==> src/rtl/ctl_i2c_pkg.sv <==
package ctl_i2c_pkg;

  // Fixed upper part of the target address, sent first on the bus
  localparam logic [4:0] ADDR_FIXED = 5'b10010;
  // Width of the register index carried in the pointer byte
  localparam int IDX_W = 7;
  localparam int BYTE_W = 8;

  typedef enum logic [3:0] {
    ST_IDLE,
    ST_ADDR,
    ST_ADDR_ACK,
    ST_PTR,
    ST_PTR_ACK,
    ST_WDATA,
    ST_WDATA_ACK,
    ST_RDATA,
    ST_RACK
  } tgt_state_e;

endpackage

==> src/rtl/ctl_i2c_sync.sv <==
module ctl_i2c_sync #(
  parameter int STAGES = 2
) (
  input  logic clk,
  input  logic rst,
  input  logic scl_i,
  input  logic sda_i,
  input  logic a1_i,
  input  logic a0_i,
  output logic scl_s,
  output logic sda_s,
  output logic a1_s,
  output logic a0_s,
  output logic start_p,
  output logic stop_p,
  output logic cs_fall,
  output logic spi_mode
);

  logic [STAGES-1:0] scl_ff, sda_ff, a1_ff, a0_ff;
  logic scl_q, sda_q, a0_q;

  // Bus lines idle high; straps start low so a strap tied high never
  // looks like a falling edge when it first propagates.
  always_ff @(posedge clk) begin
    if (rst) begin
      scl_ff <= '1;
      sda_ff <= '1;
      a1_ff  <= '0;
      a0_ff  <= '0;
      scl_q  <= 1'b1;
      sda_q  <= 1'b1;
      a0_q   <= 1'b0;
    end else begin
      scl_ff <= {scl_ff[STAGES-2:0], scl_i};
      sda_ff <= {sda_ff[STAGES-2:0], sda_i};
      a1_ff  <= {a1_ff[STAGES-2:0], a1_i};
      a0_ff  <= {a0_ff[STAGES-2:0], a0_i};
      scl_q  <= scl_s;
      sda_q  <= sda_s;
      a0_q   <= a0_s;
    end
  end

  assign scl_s = scl_ff[STAGES-1];
  assign sda_s = sda_ff[STAGES-1];
  assign a1_s  = a1_ff[STAGES-1];
  assign a0_s  = a0_ff[STAGES-1];

  // Data edges only count while the clock has been high on both samples
  assign start_p = scl_s & scl_q & sda_q & ~sda_s;
  assign stop_p  = scl_s & scl_q & ~sda_q & sda_s;
  assign cs_fall = a0_q & ~a0_s;

  always_ff @(posedge clk) begin
    if (rst)          spi_mode <= 1'b0;
    else if (cs_fall) spi_mode <= 1'b1;
  end

endmodule

==> src/rtl/ctl_i2c_regfile.sv <==
module ctl_i2c_regfile #(
  parameter int NREG  = 8,
  parameter int IDX_W = 7,
  parameter int DW    = 8
) (
  input  logic             clk,
  input  logic             rst,
  input  logic             wr_en,
  input  logic [IDX_W-1:0] wr_idx,
  input  logic [DW-1:0]    wr_data,
  input  logic [IDX_W-1:0] rd_idx,
  output logic [DW-1:0]    rd_data,
  output logic [NREG*DW-1:0] reg_bus
);

  localparam int LAW = (NREG > 1) ? $clog2(NREG) : 1;

  logic [DW-1:0] mem [NREG];

  always_ff @(posedge clk) begin
    if (rst) begin
      for (int k = 0; k < NREG; k++) mem[k] <= '0;
    end else if (wr_en && (int'(wr_idx) < NREG)) begin
      mem[wr_idx[LAW-1:0]] <= wr_data;
    end
  end

  // Unimplemented indices read as zero
  always_comb begin
    if (int'(rd_idx) < NREG) rd_data = mem[rd_idx[LAW-1:0]];
    else                     rd_data = '0;
  end

  genvar g;
  generate
    for (g = 0; g < NREG; g++) begin : g_bus
      assign reg_bus[g*DW +: DW] = mem[g];
    end
  endgenerate

endmodule

==> src/rtl/ctl_i2c_engine.sv <==
module ctl_i2c_engine
  import ctl_i2c_pkg::*;
(
  input  logic              clk,
  input  logic              rst,
  input  logic              scl_s,
  input  logic              sda_s,
  input  logic              a1_s,
  input  logic              a0_s,
  input  logic              start_p,
  input  logic              stop_p,
  input  logic              halt,
  output logic              sda_oe,
  output logic              wr_en,
  output logic [IDX_W-1:0]  wr_idx,
  output logic [BYTE_W-1:0] wr_data,
  output logic [IDX_W-1:0]  rd_idx,
  input  logic [BYTE_W-1:0] rd_data
);

  localparam int CNT_W = $clog2(BYTE_W + 1);
  localparam logic [CNT_W-1:0] LAST_BIT = CNT_W'(BYTE_W - 1);
  localparam logic [CNT_W-1:0] FULL     = CNT_W'(BYTE_W);

  tgt_state_e        st;
  logic [CNT_W-1:0]  cnt;
  logic [BYTE_W-1:0] rx_sh;
  logic [BYTE_W-1:0] tx_sh;
  logic [IDX_W-1:0]  idx;
  logic              step;
  logic              is_read;
  logic              host_ack;
  logic              scl_d;
  logic              scl_rise, scl_fall;

  assign scl_rise = scl_s & ~scl_d;
  assign scl_fall = ~scl_s & scl_d;

  // Next byte to shift out: after a host ACK with stepping on, look ahead
  always_comb begin
    if (st == ST_RACK && step) rd_idx = idx + IDX_W'(1);
    else                       rd_idx = idx;
  end

  always_ff @(posedge clk) begin
    if (rst) begin
      st       <= ST_IDLE;
      cnt      <= '0;
      rx_sh    <= '0;
      tx_sh    <= '0;
      idx      <= '0;
      step     <= 1'b0;
      is_read  <= 1'b0;
      host_ack <= 1'b0;
      scl_d    <= 1'b1;
      sda_oe   <= 1'b0;
      wr_en    <= 1'b0;
      wr_idx   <= '0;
      wr_data  <= '0;
    end else begin
      scl_d <= scl_s;
      wr_en <= 1'b0;
      if (halt) begin
        st     <= ST_IDLE;
        sda_oe <= 1'b0;
      end else if (start_p) begin
        st     <= ST_ADDR;
        cnt    <= '0;
        sda_oe <= 1'b0;
      end else if (stop_p) begin
        st     <= ST_IDLE;
        sda_oe <= 1'b0;
      end else begin
        unique case (st)
          ST_ADDR, ST_PTR, ST_WDATA: begin
            if (scl_rise && cnt != FULL) begin
              rx_sh <= {rx_sh[BYTE_W-2:0], sda_s};
              cnt   <= cnt + CNT_W'(1);
            end else if (scl_fall && cnt == FULL) begin
              cnt <= '0;
              if (st == ST_ADDR) begin
                if (rx_sh[7:1] == {ADDR_FIXED, a1_s, a0_s}) begin
                  is_read <= rx_sh[0];
                  sda_oe  <= 1'b1;
                  st      <= ST_ADDR_ACK;
                end else begin
                  st <= ST_IDLE;
                end
              end else if (st == ST_PTR) begin
                step   <= rx_sh[7];
                idx    <= rx_sh[IDX_W-1:0];
                sda_oe <= 1'b1;
                st     <= ST_PTR_ACK;
              end else begin
                wr_en   <= 1'b1;
                wr_idx  <= idx;
                wr_data <= rx_sh;
                if (step) idx <= idx + IDX_W'(1);
                sda_oe  <= 1'b1;
                st      <= ST_WDATA_ACK;
              end
            end
          end
          ST_ADDR_ACK: begin
            if (scl_fall) begin
              if (is_read) begin
                tx_sh  <= rd_data;
                sda_oe <= ~rd_data[BYTE_W-1];
                cnt    <= '0;
                st     <= ST_RDATA;
              end else begin
                sda_oe <= 1'b0;
                st     <= ST_PTR;
              end
            end
          end
          ST_PTR_ACK, ST_WDATA_ACK: begin
            if (scl_fall) begin
              sda_oe <= 1'b0;
              st     <= ST_WDATA;
            end
          end
          ST_RDATA: begin
            if (scl_fall) begin
              if (cnt == LAST_BIT) begin
                sda_oe <= 1'b0;
                cnt    <= '0;
                st     <= ST_RACK;
              end else begin
                sda_oe <= ~tx_sh[BYTE_W-2];
                tx_sh  <= {tx_sh[BYTE_W-2:0], 1'b0};
                cnt    <= cnt + CNT_W'(1);
              end
            end
          end
          ST_RACK: begin
            if (scl_rise) begin
              host_ack <= ~sda_s;
            end else if (scl_fall) begin
              if (host_ack) begin
                idx    <= rd_idx;
                tx_sh  <= rd_data;
                sda_oe <= ~rd_data[BYTE_W-1];
                cnt    <= '0;
                st     <= ST_RDATA;
              end else begin
                st <= ST_IDLE;
              end
            end
          end
          default: ;
        endcase
      end
    end
  end

endmodule

==> src/rtl/ctl_i2c_target.sv <==
module ctl_i2c_target
  import ctl_i2c_pkg::*;
#(
  parameter int NREG        = 8,
  parameter int SYNC_STAGES = 2
) (
  input  logic               clk,
  input  logic               rst,
  input  logic               scl_i,
  input  logic               sda_i,
  input  logic               strap_a1,
  input  logic               strap_a0_cs,
  output logic               sda_oe,
  output logic               spi_mode,
  output logic [NREG*8-1:0]  reg_bus
);

  logic scl_s, sda_s, a1_s, a0_s;
  logic start_p, stop_p, cs_fall;
  logic              wr_en;
  logic [IDX_W-1:0]  wr_idx, rd_idx;
  logic [BYTE_W-1:0] wr_data, rd_data;

  ctl_i2c_sync #(.STAGES(SYNC_STAGES)) u_sync (
    .clk      (clk),
    .rst      (rst),
    .scl_i    (scl_i),
    .sda_i    (sda_i),
    .a1_i     (strap_a1),
    .a0_i     (strap_a0_cs),
    .scl_s    (scl_s),
    .sda_s    (sda_s),
    .a1_s     (a1_s),
    .a0_s     (a0_s),
    .start_p  (start_p),
    .stop_p   (stop_p),
    .cs_fall  (cs_fall),
    .spi_mode (spi_mode)
  );

  ctl_i2c_engine u_eng (
    .clk     (clk),
    .rst     (rst),
    .scl_s   (scl_s),
    .sda_s   (sda_s),
    .a1_s    (a1_s),
    .a0_s    (a0_s),
    .start_p (start_p),
    .stop_p  (stop_p),
    .halt    (spi_mode | cs_fall),
    .sda_oe  (sda_oe),
    .wr_en   (wr_en),
    .wr_idx  (wr_idx),
    .wr_data (wr_data),
    .rd_idx  (rd_idx),
    .rd_data (rd_data)
  );

  ctl_i2c_regfile #(.NREG(NREG), .IDX_W(IDX_W), .DW(BYTE_W)) u_regs (
    .clk     (clk),
    .rst     (rst),
    .wr_en   (wr_en),
    .wr_idx  (wr_idx),
    .wr_data (wr_data),
    .rd_idx  (rd_idx),
    .rd_data (rd_data),
    .reg_bus (reg_bus)
  );

endmodule

==> config.mk <==
export PLATFORM = sky130hd
export DESIGN_NAME = ctl_i2c_target
export DESIGN_NICKNAME = d
export VERILOG_FILES = /design/src/rtl/ctl_i2c_pkg.sv /design/src/rtl/ctl_i2c_sync.sv /design/src/rtl/ctl_i2c_regfile.sv /design/src/rtl/ctl_i2c_engine.sv /design/src/rtl/ctl_i2c_target.sv
export SDC_FILE = /design/constraint.sdc
export NUM_CORES = 1
export LEC_CHECK = 0
export CAP_MARGIN = 0
export CELL_PAD_IN_SITES_DETAIL_PLACEMENT = 0
export CELL_PAD_IN_SITES_GLOBAL_PLACEMENT = 1
export CORE_ASPECT_RATIO = 1.75
export CORE_MARGIN = 2
export CORE_UTILIZATION = 45
export CTS_CLUSTER_SIZE = 16
export DETAILED_ROUTE_END_ITERATION = 12
export GPL_TIMING_DRIVEN = 0
export PLACE_DENSITY_LB_ADDON = 0.2
export SLEW_MARGIN = 20
export SYNTH_ARGS = -nofsm -noshare
export SYNTH_HDL_FRONTEND = slang
export SYNTH_SLANG_ARGS = --single-unit
==> constraint.sdc <==
create_clock -name clk -period 2.6 [get_ports clk]
set_input_delay 0.52 -clock clk [delete_from_list [all_inputs] [get_ports clk]]
set_output_delay 0.52 -clock clk [all_outputs]
set_load 0.005 [all_outputs]
==> metrics.csv <==
metric,value,unit
syn_area,6540,µm²
postSynthAreaPerCell,10.2,µm²
drive_above_1_share,14.3,%
grt_overflow_total,0,
status,finished clean,
synth_compound_area_share,12.8,%
max_freq,0.399,GHz
rows,58,
critPathCaptureType,register,
remaining_drc_errors,0,
holdCritPathClass,reg2reg,
worstReg2RegStart,u_eng.st[2],
cp-start-kind,register,
synthSimpleGateAreaFrac,24.5,%
n_fill_cell,1244,
required,2.86,ns
die_w,95.1,µm
async_reset_ff_share,0,%
grt_first_pass_wirelength,31400,µm
worst_skew_pair.late_latency,0.42,ns
cp_max_fo,10,
htreeDepth,4,
synth-edff-count,64,
ys.flop_type,edfxtp_1,
p_switching,1.14,mW
setup_tns,0,ns
clock_sinks,126,
routed_wl,20500,µm
reg2reg_depth,9,
drtPass1Iterations,5,
place_congestion,0.974,
synth_top_family_by_area,simple AND/OR/NAND/NOR gates,
numCtsBuffers,17,
timing.final.crit_period,2.50,ns
clockBufferDepth,2,
critPathArrivalTime,2.77,ns
nNetsFinal,742,
n_antenna_cell,0,
dp_hpwl,15600,µm
powerDensity,570,nW/µm²
skew,0.0107,ns
drv_cap,0,
port_buffers,71,
start_util,45.8,%
dieArea,15600,µm²
ant_nets,0,
grt_setup_unrepaired,true,
grt_usage,27.9,%
cts_root_buf,clkbuf_16,
core_area,14300,µm²
ys_ff_latch,126,
synth_warnings,0,
synth-adder-area-share,0.574,%
ir_drop,0.000353,V
worst-r2r-setup-slack,0.1,ns
max_slew_margin,42.0,%
p_comb_share,4.8,%
cts.reportedPaths.clkPinSlew,0.06,ns
setup_slack,0.0953,ns
synth.area.mux_share,10.4,%
critPathKind,reg2reg,
avgRoutedWirePerCell,22.1,µm
worstMarginPinSlew,0.865,ns
cts_hold_buf,0,
vias_per_cell,5.74,
internal_power,3.50,mW
r2r-end,u_eng.tx_sh[3],
p_seq_share,46.5,%
drv_slew,0,
yosysSeqAreaShare,48.4,%
die_y,163,µm
area_growth,24.5,%
pin_count,72,
grt_pass1_vias,5433,
endpoint,u_eng.tx_sh[3],
setup-violations-final,0,
antenna_found_initial,0,
ys_types,69,
initialDrtViolationCount,295,
num_vias,5319,
synth_xor_area_share,0.536,%
sw_frac_of_total,24.6,%
synth_cells,643,
post-place-ws,-0.416,ns
grt_max_degree,17,
cts_tree,done,
worstSetupStartpoint,u_eng.st[2],
hold_viol_final,0,
p_leak,2.95,nW
syn_nets,652,
clock_power_share,48.7,%
finalCritPeriodShare,96.3,%
[layout by cell type, fill, tap and decap left out, types with 6 or more instances in the layout]
cell,n
o21ai_0,15
nand2_1,64
clkdlybuf4s50_1,71
nand3b_1,6
clkbuf_16,17
nand2b_1,13
dfxtp_1,62
o32ai_2,6
or2_2,19
nor2_1,50
mux2i_1,47
a32o_1,10
nor2b_1,11
and2_1,70
edfxtp_1,64
mux2_2,6
inv_1,7
o22ai_1,6
o211ai_1,7
nand3_1,15
clkbuf_1,20
a21oi_1,25
nor3_1,6
[synthesized netlist by cell type (all sizes together), types with 2 or more instances]
cell type / n / share of area (%)
a22oi: 2 / 0.23
and3b: 2 / 0.27
nor4: 4 / 0.38
a221oi: 4 / 0.63
nor2: 55 / 3.2
a32o: 10 / 1.5
clkbuf: 23 / 1.3
o32ai: 6 / 1.5
nand4b: 4 / 0.54
nor2b: 11 / 1.1
inv: 7 / 0.40
o22ai: 6 / 0.57
a21boi: 2 / 0.23
mux4: 5 / 1.7
ha: 3 / 0.57
a21oi: 25 / 1.9
mux2i: 50 / 7.7
dfxtp: 62 / 19
nand4: 4 / 0.61
a211oi: 6 / 0.69
nor3b: 2 / 0.23
o21a: 2 / 0.23
nand2: 65 / 3.7
nor3: 10 / 0.84
nand3: 15 / 1.1
nor4b: 3 / 0.50
a2bb2oi: 2 / 0.27
nand3b: 6 / 0.69
xnor2: 3 / 0.40
and3: 3 / 0.29
o21ai: 18 / 1.4
edfxtp: 64 / 29
o31ai: 2 / 0.44
a31oi: 5 / 0.48
or3: 4 / 0.38
nand2b: 13 / 1.2
o31a: 2 / 0.27
buf: 12 / 1.1
or2: 19 / 1.8
mux2: 6 / 1.0
o211ai: 7 / 0.80
and2: 70 / 6.7
[logic make-up after synthesis]
| group | after synthesis |
|---|---|
| and+or+nand+nor | 296 |
| xor gates and xnor gates | 4 |
| AOI/OAI and AO/OA | 111 |
| adders and majority gates | 3 |
| buffers and inverters | 42 |
| muxes | 61 |
| DFF | 126 |
[registers in the layout (all words and copies together) (netlist names), 2 cells and up]
register,count
u_regs.mem,64
u_eng.rx_sh,8
u_eng.wr_data,8
u_eng.idx,7
u_eng.tx_sh,7
u_eng.wr_idx,7
u_eng.cnt,4
u_eng.st,4
u_sync.a0_ff,2
u_sync.a1_ff,2
u_sync.scl_ff,2
u_sync.sda_ff,2
[layout make-up]
cell class / count / area, µm² / share of cell area (%)
flip-flops and latches: 126 / 3160 / 38.8
clock buffers: 19 / 443 / 5.44
inverters: 7 / 26.3 / 0.323
repair buffers: 73 / 726 / 8.91
clock inverters: 13 / 104 / 1.28
multi-input cells: 475 / 3290 / 40.4
well taps: 180 / 225 / 2.77
plain buffers: 33 / 168 / 2.06
[power groups by stage]
| stage | Combinational (mW) | Clock [mW] | Sequential (mW) |
|---|---|---|---|
| floorplan | 0.0898 | 0 | 2.19 |
| global placement | 0.213 | 0 | 2.20 |
| detailed placement | 0.215 | 0 | 2.20 |
| CTS | 0.218 | 2.29 | 2.16 |
| global route | 0.235 | 2.37 | 2.17 |
| finish | 0.221 | 2.26 | 2.16 |
[how the worst min path moves through the flow]
stage	start	to	cells after the start
final	u_sync.scl_ff[0]	u_sync.scl_ff[1]	1
after global routing	u_sync.scl_ff[0]	u_sync.scl_ff[1]	1
after floorplan	u_sync.scl_ff[0]	u_sync.scl_ff[1]	1
after CTS	u_sync.scl_ff[0]	u_sync.scl_ff[1]	1
after detailed placement	u_sync.scl_ff[0]	u_sync.scl_ff[1]	1
after global placement	u_sync.sda_ff[0]	u_sync.sda_ff[1]	1
[through the flow]
stage                     hold WS (ns)  cells  total power, mW  instance area [µm²]  utilization (%)
after floorplan                  0.389    643             2.28                 6540                -
after global placement           0.404    894             2.42                 7480             52.3
after detailed placement         0.410    894             2.42                 7480             52.3
after CTS                        0.426    926             4.66                 8060             56.4
after global routing             0.450    926             4.77                 8140             57.0
final                            0.427    926             4.64                 8140             57.0
[worst max-delay path: stages (launching register included)]
cell and delay [ns]:
dfxtp_1 0.29, buf_2 0.18, or4b_4 0.53, buf_6 0.16
o21ai_2 0.20, nand2_2 0.11, buf_6 0.18, mux2i_2 0.27
a32o_1 0.30, o32ai_2 0.12
[repair_timing]
item,CTS,global route
resized for setup,10,23
setup buffers,1,1
cloned,0,0
setup endpoints to repair,16,43
pin swaps,1,1
[layer usage]
| layer | up-vias | wire length [µm] | global-route usage (%) |
|---|---|---|---|
| met4 | 0 | 929 | 14.6 |
| li1 | 2519 | - | - |
| met3 | 58 | 809 | 4.70 |
| met2 | 193 | 11300 | 51.4 |
| met1 | 2549 | 7500 | 29.4 |
| met5 | - | 0 | 0 |
No activity file was read; power rests on OpenSTA's default activity.
